==> src/rtl/thr_pkg.sv <==
package thr_pkg;
  localparam int VAL_W = 4;

  typedef enum logic [1:0] {
    A_CTRL  = 2'd0,
    A_LVL2  = 2'd1,
    A_DELAY = 2'd2,
    A_SCALE = 2'd3
  } addr_e;

  typedef enum logic [1:0] {
    T_IDLE,
    T_WAIT,
    T_SUSP,
    T_RUN
  } thr_st_e;

  typedef enum logic [1:0] {
    L_IDLE,
    L_WAIT,
    L_HOLD
  } l2_st_e;
endpackage

==> src/rtl/thr_regs.sv <==
module thr_regs
  import thr_pkg::*;
#(
  parameter int DW    = 32,
  parameter int DLY_W = 16,
  parameter int SCL_W = 8
) (
  input  logic             clk,
  input  logic             rst_n,
  input  logic             wr_en,
  input  logic [1:0]       wr_addr,
  input  logic [DW-1:0]    wr_data,
  input  logic             rd_en,
  input  logic [1:0]       rd_addr,
  input  logic             nmi,
  input  logic             sleep,
  output logic [DW-1:0]    rd_data,
  output logic             en,
  output logic [VAL_W-1:0] val,
  output logic [DLY_W-1:0] delay,
  output logic [SCL_W-1:0] scale
);
  localparam int               EN_BIT   = VAL_W;
  localparam logic [DW-1:0]    CTRL_RST = DW'(15);

  logic [DW-1:0]    ctrl_q, ctrl_d;
  logic [DLY_W-1:0] dly_q, dly_d;
  logic [SCL_W-1:0] scl_q, scl_d;
  logic             wr_ctrl, wr_dly, wr_scl;

  assign wr_ctrl = wr_en && (wr_addr == A_CTRL);
  assign wr_dly  = wr_en && (wr_addr == A_DELAY);
  assign wr_scl  = wr_en && (wr_addr == A_SCALE);

  always_comb begin
    ctrl_d = ctrl_q;
    if (wr_ctrl) begin
      ctrl_d[DW-1:EN_BIT] = wr_data[DW-1:EN_BIT];
      if (!ctrl_q[EN_BIT]) ctrl_d[VAL_W-1:0] = wr_data[VAL_W-1:0];
    end
    if (nmi || sleep) ctrl_d[EN_BIT] = 1'b0;
  end

  always_comb begin
    dly_d = wr_dly ? wr_data[DLY_W-1:0] : dly_q;
    scl_d = wr_scl ? wr_data[SCL_W-1:0] : scl_q;
  end

  always_ff @(posedge clk or negedge rst_n) begin
    if (!rst_n) begin
      ctrl_q <= CTRL_RST;
      dly_q  <= '0;
      scl_q  <= '0;
    end else begin
      ctrl_q <= ctrl_d;
      dly_q  <= dly_d;
      scl_q  <= scl_d;
    end
  end

  always_comb begin
    rd_data = '0;
    if (rd_en) begin
      case (rd_addr)
        A_CTRL:  rd_data = ctrl_q;
        A_DELAY: rd_data = DW'(dly_q);
        A_SCALE: rd_data = DW'(scl_q);
        default: rd_data = '0;
      endcase
    end
  end

  assign en    = ctrl_q[EN_BIT];
  assign val   = ctrl_q[VAL_W-1:0];
  assign delay = dly_q;
  assign scale = scl_q;

  a_r4_value_locked: assert property (@(posedge clk) disable iff (!rst_n)
    (wr_ctrl && en) |=> $stable(val));
  a_r6_force_off: assert property (@(posedge clk) disable iff (!rst_n)
    (nmi || sleep) |=> !en);
endmodule

==> src/rtl/thr_seq.sv <==
module thr_seq
  import thr_pkg::*;
#(
  parameter int DLY_W = 16,
  parameter int SCL_W = 8
) (
  input  logic             clk,
  input  logic             rst_n,
  input  logic             en,
  input  logic [VAL_W-1:0] val,
  input  logic [DLY_W-1:0] delay,
  input  logic [SCL_W-1:0] scale,
  input  logic             pause,
  output logic             susp
);
  localparam int PW = VAL_W + SCL_W;

  thr_st_e          st_q, st_d;
  logic [DLY_W-1:0] dcnt_q, dcnt_d;
  logic [PW-1:0]    pcnt_q, pcnt_d;

  logic [VAL_W-1:0] v_eff, s_sl;
  logic [PW-1:0]    s_len, r_len;
  logic             no_susp;
  thr_st_e          st_go;
  logic [PW-1:0]    pcnt_go;

  always_comb begin
    v_eff   = (val == '0) ? '1 : val;
    s_sl    = VAL_W'(15) - v_eff;
    s_len   = PW'(s_sl) * PW'(scale);
    r_len   = PW'(v_eff) * PW'(scale);
    no_susp = (s_len == '0);
    st_go   = no_susp ? T_RUN : T_SUSP;
    pcnt_go = no_susp ? '0 : s_len - PW'(1);
  end

  always_comb begin
    st_d   = st_q;
    dcnt_d = dcnt_q;
    pcnt_d = pcnt_q;
    if (!en) begin
      st_d = T_IDLE;
    end else if (!pause) begin
      case (st_q)
        T_IDLE: begin
          if (delay == '0) begin
            st_d   = st_go;
            pcnt_d = pcnt_go;
          end else begin
            st_d   = T_WAIT;
            dcnt_d = delay - DLY_W'(1);
          end
        end
        T_WAIT: begin
          if (dcnt_q == '0) begin
            st_d   = st_go;
            pcnt_d = pcnt_go;
          end else begin
            dcnt_d = dcnt_q - DLY_W'(1);
          end
        end
        T_SUSP: begin
          if (pcnt_q == '0) begin
            st_d   = T_RUN;
            pcnt_d = (r_len == '0) ? '0 : r_len - PW'(1);
          end else begin
            pcnt_d = pcnt_q - PW'(1);
          end
        end
        default: begin
          if (pcnt_q == '0) begin
            st_d   = st_go;
            pcnt_d = pcnt_go;
          end else begin
            pcnt_d = pcnt_q - PW'(1);
          end
        end
      endcase
    end
  end

  always_ff @(posedge clk or negedge rst_n) begin
    if (!rst_n) begin
      st_q   <= T_IDLE;
      dcnt_q <= '0;
      pcnt_q <= '0;
    end else begin
      st_q   <= st_d;
      dcnt_q <= dcnt_d;
      pcnt_q <= pcnt_d;
    end
  end

  assign susp = (st_q == T_SUSP) && en && !pause;

  a_r7_frozen: assert property (@(posedge clk) disable iff (!rst_n)
    (pause && en) |=> (st_q == $past(st_q) && pcnt_q == $past(pcnt_q) && dcnt_q == $past(dcnt_q)));
  a_r5_legal_value: assert property (@(posedge clk) disable iff (!rst_n)
    (st_q == T_SUSP) |-> (val != '0 && val != '1));
  a_r6_idle_when_off: assert property (@(posedge clk) disable iff (!rst_n)
    !en |=> (st_q == T_IDLE));
endmodule

==> src/rtl/lvl2_ctl.sv <==
module lvl2_ctl
  import thr_pkg::*;
#(
  parameter int DLY_W = 16
) (
  input  logic             clk,
  input  logic             rst_n,
  input  logic             req,
  input  logic             abort,
  input  logic             wake,
  input  logic [DLY_W-1:0] delay,
  output logic             susp
);
  l2_st_e           st_q, st_d;
  logic [DLY_W-1:0] cnt_q, cnt_d;

  always_comb begin
    st_d  = st_q;
    cnt_d = cnt_q;
    case (st_q)
      L_IDLE: begin
        if (req) begin
          if (delay == '0) begin
            st_d = L_HOLD;
          end else begin
            st_d  = L_WAIT;
            cnt_d = delay - DLY_W'(1);
          end
        end
      end
      L_WAIT: begin
        if (abort)              st_d  = L_IDLE;
        else if (cnt_q == '0)   st_d  = L_HOLD;
        else                    cnt_d = cnt_q - DLY_W'(1);
      end
      default: begin
        if (wake) st_d = L_IDLE;
      end
    endcase
  end

  always_ff @(posedge clk or negedge rst_n) begin
    if (!rst_n) begin
      st_q  <= L_IDLE;
      cnt_q <= '0;
    end else begin
      st_q  <= st_d;
      cnt_q <= cnt_d;
    end
  end

  assign susp = (st_q == L_HOLD);

  a_r9_abort_cancels: assert property (@(posedge clk) disable iff (!rst_n)
    (st_q == L_WAIT && abort) |=> !susp);
  a_r8_hold_until_wake: assert property (@(posedge clk) disable iff (!rst_n)
    (susp && !wake) |=> susp);
endmodule

==> src/rtl/throttle_ctl.sv <==
module throttle_ctl
  import thr_pkg::*;
#(
  parameter int DW    = 32,
  parameter int DLY_W = 16,
  parameter int SCL_W = 8
) (
  input  logic          clk,
  input  logic          rst_n,
  input  logic          wr_en,
  input  logic [1:0]    wr_addr,
  input  logic [DW-1:0] wr_data,
  input  logic          rd_en,
  input  logic [1:0]    rd_addr,
  input  logic          rd_io,
  input  logic [3:0]    rd_be,
  output logic [DW-1:0] rd_data,
  input  logic          irq,
  input  logic          smi,
  input  logic          dbg_int,
  input  logic          nmi,
  input  logic          sleep,
  input  logic          abort,
  output logic          suspend
);
  logic [1:0]       rsync;
  logic             rst_i_n;
  logic             en;
  logic [VAL_W-1:0] val;
  logic [DLY_W-1:0] delay;
  logic [SCL_W-1:0] scale;
  logic             pause, wake, l2_req;
  logic             thr_susp, l2_susp;

  always_ff @(posedge clk or negedge rst_n) begin
    if (!rst_n) rsync <= '0;
    else        rsync <= {rsync[0], 1'b1};
  end
  assign rst_i_n = rsync[1];

  assign pause  = irq || smi || dbg_int;
  assign wake   = pause || nmi;
  assign l2_req = rd_en && (rd_addr == A_LVL2) && rd_io && rd_be[0];

  thr_regs #(.DW(DW), .DLY_W(DLY_W), .SCL_W(SCL_W)) u_regs (
    .clk(clk), .rst_n(rst_i_n),
    .wr_en(wr_en), .wr_addr(wr_addr), .wr_data(wr_data),
    .rd_en(rd_en), .rd_addr(rd_addr),
    .nmi(nmi), .sleep(sleep),
    .rd_data(rd_data), .en(en), .val(val), .delay(delay), .scale(scale)
  );

  thr_seq #(.DLY_W(DLY_W), .SCL_W(SCL_W)) u_seq (
    .clk(clk), .rst_n(rst_i_n),
    .en(en), .val(val), .delay(delay), .scale(scale),
    .pause(pause), .susp(thr_susp)
  );

  lvl2_ctl #(.DLY_W(DLY_W)) u_lvl2 (
    .clk(clk), .rst_n(rst_i_n),
    .req(l2_req), .abort(abort), .wake(wake), .delay(delay),
    .susp(l2_susp)
  );

  assign suspend = thr_susp || l2_susp;

  a_r10_lvl2_reads_zero: assert property (@(posedge clk) disable iff (!rst_i_n)
    (rd_en && rd_addr == A_LVL2) |-> (rd_data == '0));
  a_r8_no_spurious: assert property (@(posedge clk) disable iff (!rst_i_n)
    (!en && !$past(l2_susp) && !l2_susp) |-> !suspend);
endmodule

==> config.mk <==
export PLATFORM = sky130hd
export DESIGN_NAME = throttle_ctl
export DESIGN_NICKNAME = d
export VERILOG_FILES = /design/src/rtl/thr_pkg.sv /design/src/rtl/thr_regs.sv /design/src/rtl/thr_seq.sv /design/src/rtl/lvl2_ctl.sv /design/src/rtl/throttle_ctl.sv
export SDC_FILE = /design/constraint.sdc
export NUM_CORES = 1
export LEC_CHECK = 0
export BUFFER_PORTS_ARGS = -buffer_cell sky130_fd_sc_hd__clkbuf_2
export CAP_MARGIN = 10
export CORE_MARGIN = 4
export CORE_UTILIZATION = 55
export CTS_CLUSTER_DIAMETER = 150
export DETAILED_ROUTE_END_ITERATION = 10
export HOLD_SLACK_MARGIN = 0.03
export PLACE_DENSITY = 0.79
export SLEW_MARGIN = 30
export SYNTH_ARGS = -nofsm -noshare
export SYNTH_HDL_FRONTEND = slang
export SYNTH_SLANG_ARGS = --single-unit
==> constraint.sdc <==
create_clock -name clk -period 3.16 [get_ports clk]
set_clock_uncertainty 0.15 [all_clocks]
set_input_delay 0.632 -clock clk [delete_from_list [all_inputs] [get_ports clk]]
set_output_delay 0.632 -clock clk [all_outputs]
set_load 0.02 [all_outputs]
==> results.yml, run 1 <==
setup_path:
  worstRegToRegCells: 20
  reg2reg_to: "u_seq.pcnt_q[7]"
  critPathArrivalTime_ns: 4.77
  end_kind: "flip-flop"
  critPathKind: "reg -> reg"
  worstSetupStartpointType: "flip-flop"
  r2r_slack_ns: -1.53
  worstPathRequired_ns: 3.24
  worstPathMaxFanout: 8
  reg2reg_from: "u_regs.ctrl_q[0]"
route:
  first_pass_iters: 6
  first_iter_violations: 717
  ant_nets: 0
  vias: 8114
  finalWirelength_mm: 24.2
  wire_per_inst_um: 18.1
  viasPerCell: 6.07
  route.detailed.drc: 0
timing:
  setup_tns_ns: -19.06
  final.min_clock_period_ns: 4.69
  hold_viol: 0
  max_freq_mhz: 213
  rsz0062_at_grt: "yes"
  slew_viol_final: 0
  max-slew-margin-rel_pct: 42.6
  tightest_slew_ns: 0.858
  fin_ws_ns: -1.53
  setup_violations: 13
  fin_crit_sh_pct: 148
synthesis:
  synth-async-reset-ratio_pct: 100
  synthCells: 945
  netlist_area_um2: 8320
  synth_cell_types: 74
  synth_edf_count: 0
  syn_avg_cell_area_um2: 8.80
  synth_warnings: 0
  yosys_most_used_dff: "dfrtp_1"
  ys_ff_latch: 106
  synth_nets: 1058
  ys_seq_area_share_pct: 31.9
clock_tree:
  cts_max_path_buffers: 2
  tritoncts: "done"
  clock_sinks: 106
  clk_latency_ns: 0.37
  clkSlewWorstSetupHoldPaths_ns: 0.08
  clk_root_buffer_cell: "clkbuf_16"
  htree_levels: 3
  cts_buffers: 9
final_layout:
  nets: 1260
  final_common_cell: "buf_4"
  final_cell_area_um2: 10800
  diodes: 0
  drive_gt1_share_pct: 35.6
  nFillCells: 945
  syn_to_final_growth_pct: 29.2
  layout_common_cells: "152 x buf_4, 101 x dfrtp_1, 87 x nand2_1"
  regArea_um2: 2660
  multi_input_area_um2: 5760
  utilization_pct: 73.1
status:
  status: "finished, violations left"
  violations: "setup timing"
placed_design:
  placed_area_um2: 9970
  port_buffers: 80
  place_hpwl_mm: 17.2
  gp_congestion: 0.910
floorplan:
  ioPinCount: 84
  fp-row-count: 44
  start_util_pct: 56.6
  die_h_um: 131
  die_w_um: 131
  core_um2: 14700
  dieArea_um2: 17200
hold_path:
  hold_path.class: "reg -> async"
power:
  power_mw: 10.0
  powerDensity_nw_per_um2: 932
  power.leakage_nw: 5.05
  ir_worst_vdd_mv: 0.709
global_route:
  grt_max_degree: 48
  grt_use_total_pct: 27.6
  grt_pass1_wl_mm: 38.2
  grt_remaining_overflow: 0
  first_global_vias: 7836
  antenna_found_initial: 0
job:
  max-cap-violations: 0
==> critical path: stages (launching register included) <==
cell	delay [ns]
dfstp_2	0.54
or2_4	0.15
nor2_4	0.05
buf_6	0.11
nor2_4	0.15
nand2_2	0.08
fa_1	0.51
inv_2	0.04
fa_1	0.48
ha_1	0.32
a21o_1	0.18
and4_4	0.18
buf_4	0.13
nor3_2	0.14
xor2_1	0.27
nand4_1	0.26
o31ai_4	0.27
buf_6	0.17
nor2_1	0.06
a221oi_2	0.20
o21ai_1	0.10
==> flip-flops by register name (all words and copies together) (netlist names) <==
signal	flops
u_seq.pcnt_q	12
u_lvl2.cnt_q	16
u_regs.delay	16
u_regs.ctrl_q	32
u_lvl2.st_q	2
u_seq.dcnt_q	16
u_seq.st_q	2
rsync	2
u_regs.scale	8
==> metal layers <==
| layer | global-route usage, % | wire [um] |
|---|---|---|
| met1 | 36.6 | 9940 |
| met2 | 44.7 | 11500 |
| met3 | 6.71 | 1990 |
| met4 | 9.01 | 782 |
| met5 | 0 | 0 |
==> worst max path at each step <==
stage	endpoint	depth (start not counted)	start
floorplan	u_seq.pcnt_q[1]	18	u_regs.ctrl_q[0]
global placement	u_seq.pcnt_q[2]	18	u_regs.ctrl_q[0]
detailed placement	u_seq.pcnt_q[0]	18	u_regs.ctrl_q[0]
CTS	u_seq.pcnt_q[0]	18	u_regs.ctrl_q[0]
global route	u_seq.pcnt_q[2]	20	u_regs.ctrl_q[3]
finish	u_seq.pcnt_q[7]	20	u_regs.ctrl_q[0]
==> cell families (layout without fill, tap and decap cells) <==
group                      count (synthesis)  after routing  synth area share [%]
AOI/OAI and AO/OA                        203            203                  15.7
xor gates and xnor gates                  40             40                  4.21
adders and majority gates                 62             62                  11.5
and+or+nand+nor                          361            361                  22.0
other                                      1              1                0.0451
buffers and inverters                     97            304                  4.66
muxes                                     75             75                  9.94
DFF                                      106            106                  31.9
==> layout make-up <==
class / count / share of cell area [%]
Multi-Input combinational cell: 742 / 53.6
Sequential cell: 106 / 24.8
Timing Repair Buffer: 236 / 14.7
Tap cell: 184 / 2.14
Clock buffer: 9 / 2.09
Inverter: 52 / 1.82
Clock inverter: 7 / 0.850
==> synth_stat cells, drive strengths merged (19+ instances only) <==
master,count,area [um^2]
nor3,31,155
nor2,80,308
nand2,93,349
xor2,25,219
ha,38,475
and3,22,138
a21oi,49,249
o21ai,58,290
mux2,61,687
nor2b,19,119
inv,52,195
dfrtp,102,2550
clkbuf,35,131
fa,24,480
and2,33,206
==> power breakdown <==
part | switching, mW | internal [mW] | total (mW) | leakage [nW]
Sequential | 0.297 | 1.64 | 1.93 | 1.29
Combinational | 3.52 | 3.35 | 6.88 | 3.60
Clock | 0.573 | 0.638 | 1.21 | 0.157
==> through the flow <==
step	setup WS [ns]	hold slack, ns	instances
after floorplan	-1.21	0.181	945
after global placement	-1.33	0.187	1299
after detailed placement	-1.51	0.188	1299
after CTS	-1.40	0.216	1329
after global routing	-1.67	0.222	1336
final	-1.53	0.204	1336
==> timing repair <==
action / in CTS / in global routing
setup endpoints to repair: 14 / 19
hold buffers: 1 / 0
endpoints found under the hold margin: 2 / 0
gates resized for setup: 28 / 38
cloned: 0 / 0
buffers inserted: 14 / 8
pin swaps: 24 / 40
Power figures use the tool's default switching activity.
==> inputs of run 2 (changes only) <==
SKIP_LAST_GASP = 1   (was unset)
==> run 2 against run 1 <==
Net effect:
- the run still ends with setup timing left
- clock power is essentially flat
- routed wire length grew 1.2%
- hold slack gained 0.0041 ns
- count of clock-buffer cells in the layout is the same
- critical path type unchanged
- largest power group unchanged
==> results.yml, run 2 (same netlist as run 1, synthesis figures left out) <==
status:
  status: "finished, violations left"
  violations: "setup timing"
timing:
  fin_ws_ns: -1.43
  final.min_clock_period_ns: 4.59
  hold_viol: 0
  setup_violations: 13
  fin_crit_sh_pct: 145
  max-slew-margin-rel_pct: 42.9
  hold_ws_ns: 0.209
  tightest_slew_ns: 0.854
  rsz0062_at_grt: "yes"
  setup_tns_ns: -17.69
  max_freq_mhz: 218
  slew_viol_final: 0
route:
  vias: 8037
  first_pass_iters: 5
  viasPerCell: 6.02
  first_iter_violations: 686
  ant_nets: 0
  route.detailed.drc: 0
  finalWirelength_mm: 24.5
  wire_per_inst_um: 18.3
hold_path:
  hold_path.class: "reg -> async"
job:
  max-cap-violations: 0
power:
  powerDensity_nw_per_um2: 937
  power.leakage_nw: 5.05
  ir_worst_vdd_mv: 0.684
clock_tree:
  clock_sinks: 106
  clkSlewWorstSetupHoldPaths_ns: 0.08
  cts_max_path_buffers: 2
  tritoncts: "done"
  clk_root_buffer_cell: "clkbuf_16"
  clk_latency_ns: 0.37
  htree_levels: 3
  cts_buffers: 9
final_layout:
  utilization_pct: 73.1
  layout_common_cells: "152 x buf_4, 101 x dfrtp_1, 88 x nand2_1"
  final_common_cell: "buf_4"
  regMostFlops: "u_regs.ctrl_q"
  syn_to_final_growth_pct: 29.2
  nets: 1260
  diodes: 0
  largest_register_ffs: 32
  drive_gt1_share_pct: 35.4
  nFillCells: 952
floorplan:
  die_h_um: 131
  die_w_um: 131
  fp-row-count: 44
  start_util_pct: 56.6
  core_um2: 14700
  dieArea_um2: 17200
  ioPinCount: 84
global_route:
  first_global_vias: 7836
  antenna_found_initial: 0
  grt_max_degree: 48
  grt_use_total_pct: 27.6
  grt_pass1_wl_mm: 38.2
  grt_remaining_overflow: 0
setup_path:
  critPathArrivalTime_ns: 4.75
  worstPathRequired_ns: 3.32
  slowest_delay_ns: 0.57
  crit_buf_inv: 3
  worstSetupStartpointType: "flip-flop"
  slowest_stage: "fa_1"
  end_kind: "flip-flop"
  critPathTopFamily: "adder cells"
  cp_cell_sequence: "buf_4 > nor3_4 > nor2_2 > nand2_1 > fa_1 > inv_2 > fa_1 > ha_1 > a21o_1 > and4_4 > o311a_4 > or2_4 > o311ai_4 > buf_4 > nor2_1 > o21a_1 > o21ai_1 > a22o_1"
  critPathKind: "reg -> reg"
  worstPathMaxFanout: 4
placed_design:
  gp_congestion: 0.910
  port_buffers: 80
  place_hpwl_mm: 17.2
-- run 2: cell counts in the layout (fill, tap and decap cells not counted) --
Identical to the previous run, type by type.
-- run 2: final timing paths --
check | slack [ns] | to | cells past startpoint | startpoint
max in group asynchronous | 1.80 | u_seq.dcnt_q[15] | 1 | rsync[1]
min | 0.21 | u_regs.delay[13] | 0 | rsync[1]
min in group clk | 0.21 | rsync[1] | 0 | rsync[0]
min reg2reg | 0.21 | u_regs.delay[13] | 0 | rsync[1]
max reg2reg | -1.43 | u_seq.pcnt_q[8] | 18 | u_regs.ctrl_q[0]
max | -1.43 | u_seq.pcnt_q[8] | 18 | u_regs.ctrl_q[0]
-- run 2: final cells by class --
type                    count  area (um^2)  area share, %
clock buffers               9          225           2.10
clock inverters             7         91.3          0.850
inverters                  52          195           1.82
multi-input cells         742         5760           53.6
flip-flops and latches    106         2660           24.8
well taps                 184          230           2.14
repair buffers            236         1590           14.8
-- run 2: routing by layer --
layer / vias up / part of all wire, % / global-route usage, %
met1: 3853 / 41 / 36.6
met5: - / 0 / 0
met2: 366 / 47 / 44.7
met4: 0 / 3.7 / 9.01
met3: 89 / 8.2 / 6.71
li1: 3729 / - / -
-- run 2: through the flow --
stage / cell area (um^2) / power, mW / setup slack (ns) / std cells
final: 10700 / 10.1 / -1.43 / 1336
after global routing: 10700 / 10.8 / -1.56 / 1336
after CTS: 10500 / 9.30 / -1.40 / 1329
after detailed placement: 9970 / 7.89 / -1.51 / 1299
after global placement: 9970 / 7.73 / -1.33 / 1299
after floorplan: 8530 / 5.69 / -1.21 / 945
-- run 2: power breakdown --
group	leakage [nW]	internal [mW]	total, mW	switching, mW
combinational	3.60	3.36	6.92	3.56
sequential	1.29	1.64	1.94	0.299
clock	0.157	0.638	1.22	0.579
-- run 2: repair_timing --
action	CTS	global route
pin swaps	24	39
hold buffers	1	0
resized for setup	27	38
cloned	0	0
buffers inserted	14	7
hold endpoints to repair	2	0
setup endpoints to repair	14	19
==> inputs of run 3 (changes only) <==
ABC_AREA = 1   (was unset)
==> run 3 against run 2 <==
Net effect:
- the run still ends with setup timing left
- sequential power down 4%
- hold slack worse by 0.043 ns
- flip-flop and latch count unchanged
- global-route usage down 1.6 points
- count of clock-buffer cells in the layout unchanged
- via count up 11%
- cell count up 27%
- synthesized area up 6.0%
- critical endpoint is now u_seq.pcnt_q[1]
- largest cell class unchanged
- highest routed layer unchanged
==> results.yml, run 3 <==
floorplan:
  die_h_um: 135
  die_w_um: 135
  ioPinCount: 84
  start_util_pct: 55.7
  core_um2: 15800
  dieArea_um2: 18100
  fp-row-count: 46
timing:
  fin_ws_ns: -1.03
  hold_ws_ns: 0.165
  max-slew-margin-rel_pct: 63.5
  rsz0062_at_grt: "yes"
  final.min_clock_period_ns: 4.19
  fin_crit_sh_pct: 133
  slew_viol_final: 0
  tightest_slew_ns: 0.546
  setup_tns_ns: -12.47
  max_freq_mhz: 239
  setup_violations: 13
  hold_viol: 0
clock_tree:
  cts_max_path_buffers: 2
  clk_root_buffer_cell: "clkbuf_16"
  htree_levels: 3
  clock_sinks: 106
  clkSlewWorstSetupHoldPaths_ns: 0.08
  clk_latency_ns: 0.36
  tritoncts: "done"
  cts_buffers: 9
power:
  switching_share_pct: 45.1
  clkPwrFrac_pct: 14.4
  power.leakage_nw: 5.62
  power_frac_comb_pct: 61.7
  switchingPower_mw: 3.51
  internal_power_mw: 4.28
  powerDensity_nw_per_um2: 725
  ir_worst_vdd_mv: 0.388
  power_mw: 7.79
  seqPwrFrac_pct: 23.9
route:
  first_pass_iters: 5
  viasPerCell: 5.24
  finalWirelength_mm: 23.0
  vias: 8907
  wire_per_inst_um: 13.5
  first_iter_violations: 707
  route.detailed.drc: 0
  ant_nets: 0
global_route:
  grt_max_degree: 46
  first_global_vias: 8545
  grt_pass1_wl_mm: 39.1
  grt_use_total_pct: 26.0
  antenna_found_initial: 0
  grt_remaining_overflow: 0
final_layout:
  syn_to_final_growth_pct: 21.8
  final_cell_count_no_fill: 1701
  regMostFlops: "u_regs.ctrl_q"
  largest_register_ffs: 32
  diodes: 0
  final_cell_area_um2: 10700
  drive_gt1_share_pct: 21.2
  nets: 1593
  layout_common_cells: "353 x nand2_1, 198 x inv_1, 138 x nor2_1"
  final_common_cell: "nand2_1"
  nFillCells: 1345
job:
  max-cap-violations: 0
setup_path:
  slowest_delay_ns: 0.56
  critPathKind: "reg -> reg"
  worstSetupStartpointType: "flip-flop"
  cp_cell_sequence: "inv_2 > nand4_1 > inv_2 > nor2_4 > nand2_2 > fa_1 > inv_2 > fa_1 > inv_2 > fa_2 > nand2_2 > nor2_4 > nand2_2 > nor2_4 > nand3_2 > nor2_4 > nand2_4 > buf_6 > nand3_2 > nand2_1 > nand2_1 > nand3_1 > nand2_1 > nand2_1"
  critPathTopFamily: "adder cells"
  end_kind: "flip-flop"
  critPathArrivalTime_ns: 4.29
  worstPathMaxFanout: 5
  crit_buf_inv: 5
  crit_start: "u_regs.ctrl_q[0]"
  reg2reg_from: "u_regs.ctrl_q[0]"
  slowest_stage: "fa_1"
  r2r_slack_ns: -1.03
  worstPathRequired_ns: 3.26
placed_design:
  placed_area_um2: 10200
  place_hpwl_mm: 17.8
  place_inst: 1672
  port_buffers: 80
  gp_congestion: 0.928
synthesis:
  ys_top_cells_by_count: "369 x nand2_1, 210 x inv_1, 145 x nor2_1, 108 x o21ai_0, 102 x dfrtp_1"
  syn_avg_cell_area_um2: 6.77
  ys_seq_area_share_pct: 30.1
  yosys.cell_count.top_type: "nand2_1"
  synthCells: 1303
  yosysTopAreaCell: "dfrtp_1"
  yosys_most_used_dff: "dfrtp_1"
  synth_edf_count: 0
  ys_ff_latch: 106
  synth_top_area_share_pct: 28.9
  synth_cell_types: 48
  synth_nets: 1416
  synth_warnings: 0
  synth.area.top_cells: "dfrtp_1 29%, nand2_1 16%, inv_1 8.9%"
  synth-async-reset-ratio_pct: 100
  netlist_area_um2: 8820
status:
  violations: "setup timing"
  status: "finished, violations left"
hold_path:
  hold_path.class: "reg -> async"
-- run 3: cell types whose count changed in the layout (fill, tap and decap cells not counted), moves of 15 or more --
cell,before,now
o21ai_0,49,105
nor2_1,71,138
buf_4,152,108
nand3_1,12,53
nor2b_1,15,0
and3_1,20,0
nand2_1,88,353
nand2_2,5,26
inv_2,2,20
and2_1,31,0
inv_1,50,198
mux2_2,61,0
-- run 3: what timing repair did --
action	4_1_cts	5_1_grt
cloned	1	0
buffers inserted	7	4
hold endpoints to repair	2	0
pin swaps	12	17
endpoints found under the setup margin	13	13
hold buffers	1	0
resized for setup	19	30
-- run 3: cell type report --
cell class,count,area (um^2),share of cell area (%)
clock buffer,9,225,2.10
timing repair buffer,193,1280,12.0
multi-input combinational,951,5410,50.4
sequential,106,2660,24.8
clock inverter,7,65.1,0.606
tap,216,270,2.52
inverter,219,822,7.65
-- run 3: metrics by stage --
step	setup WS (ns)	util, %
global placement	-0.926	64.3
CTS	-0.984	67.1
floorplan	-0.901	-
finish	-1.03	67.9
global route	-1.24	67.9
detailed placement	-1.01	64.3
-- run 3: worst paths after layout --
kind | cells after the start | endpoint
worst max-delay path | 24 | u_seq.pcnt_q[1]
worst min-delay path | 0 | u_regs.scale[0]
worst max register to register | 24 | u_seq.pcnt_q[1]
worst min register to register | 0 | u_regs.scale[0]
max in group asynchronous | 1 | u_seq.pcnt_q[1]
min in group clk | 0 | rsync[1]
-- run 3: per-layer routing --
metal / global-route usage (%) / share of wire [%] / vias up
met3: 3.76 / 5.4 / 36
met4: 7.13 / 1.7 / 0
met5: 0 / 0 / -
li1: - / - / 4475
met2: 44.6 / 49 / 265
met1: 34.7 / 44 / 4131
-- run 3: cells by family after synthesis --
logic type | after synthesis | synth area share, %
xor gates and xnor gates | 39 | 4.04
AOI/OAI and AO/OA | 195 | 12.2
DFF | 106 | 30.1
buffers and inverters | 247 | 10.8
other | 1 | 0.0425
adders and majority gates | 62 | 10.8
and+or+nand+nor | 652 | 31.8
muxes | 1 | 0.113
-- run 3: power groups by stage --
stage	combinational, mW	clock, mW	sequential [mW]
finish	4.80	1.13	1.86
global route	5.40	1.21	1.89
detailed placement	4.45	0	1.88
floorplan	2.99	0	1.84
CTS	4.63	1.15	1.85
global placement	4.35	0	1.87
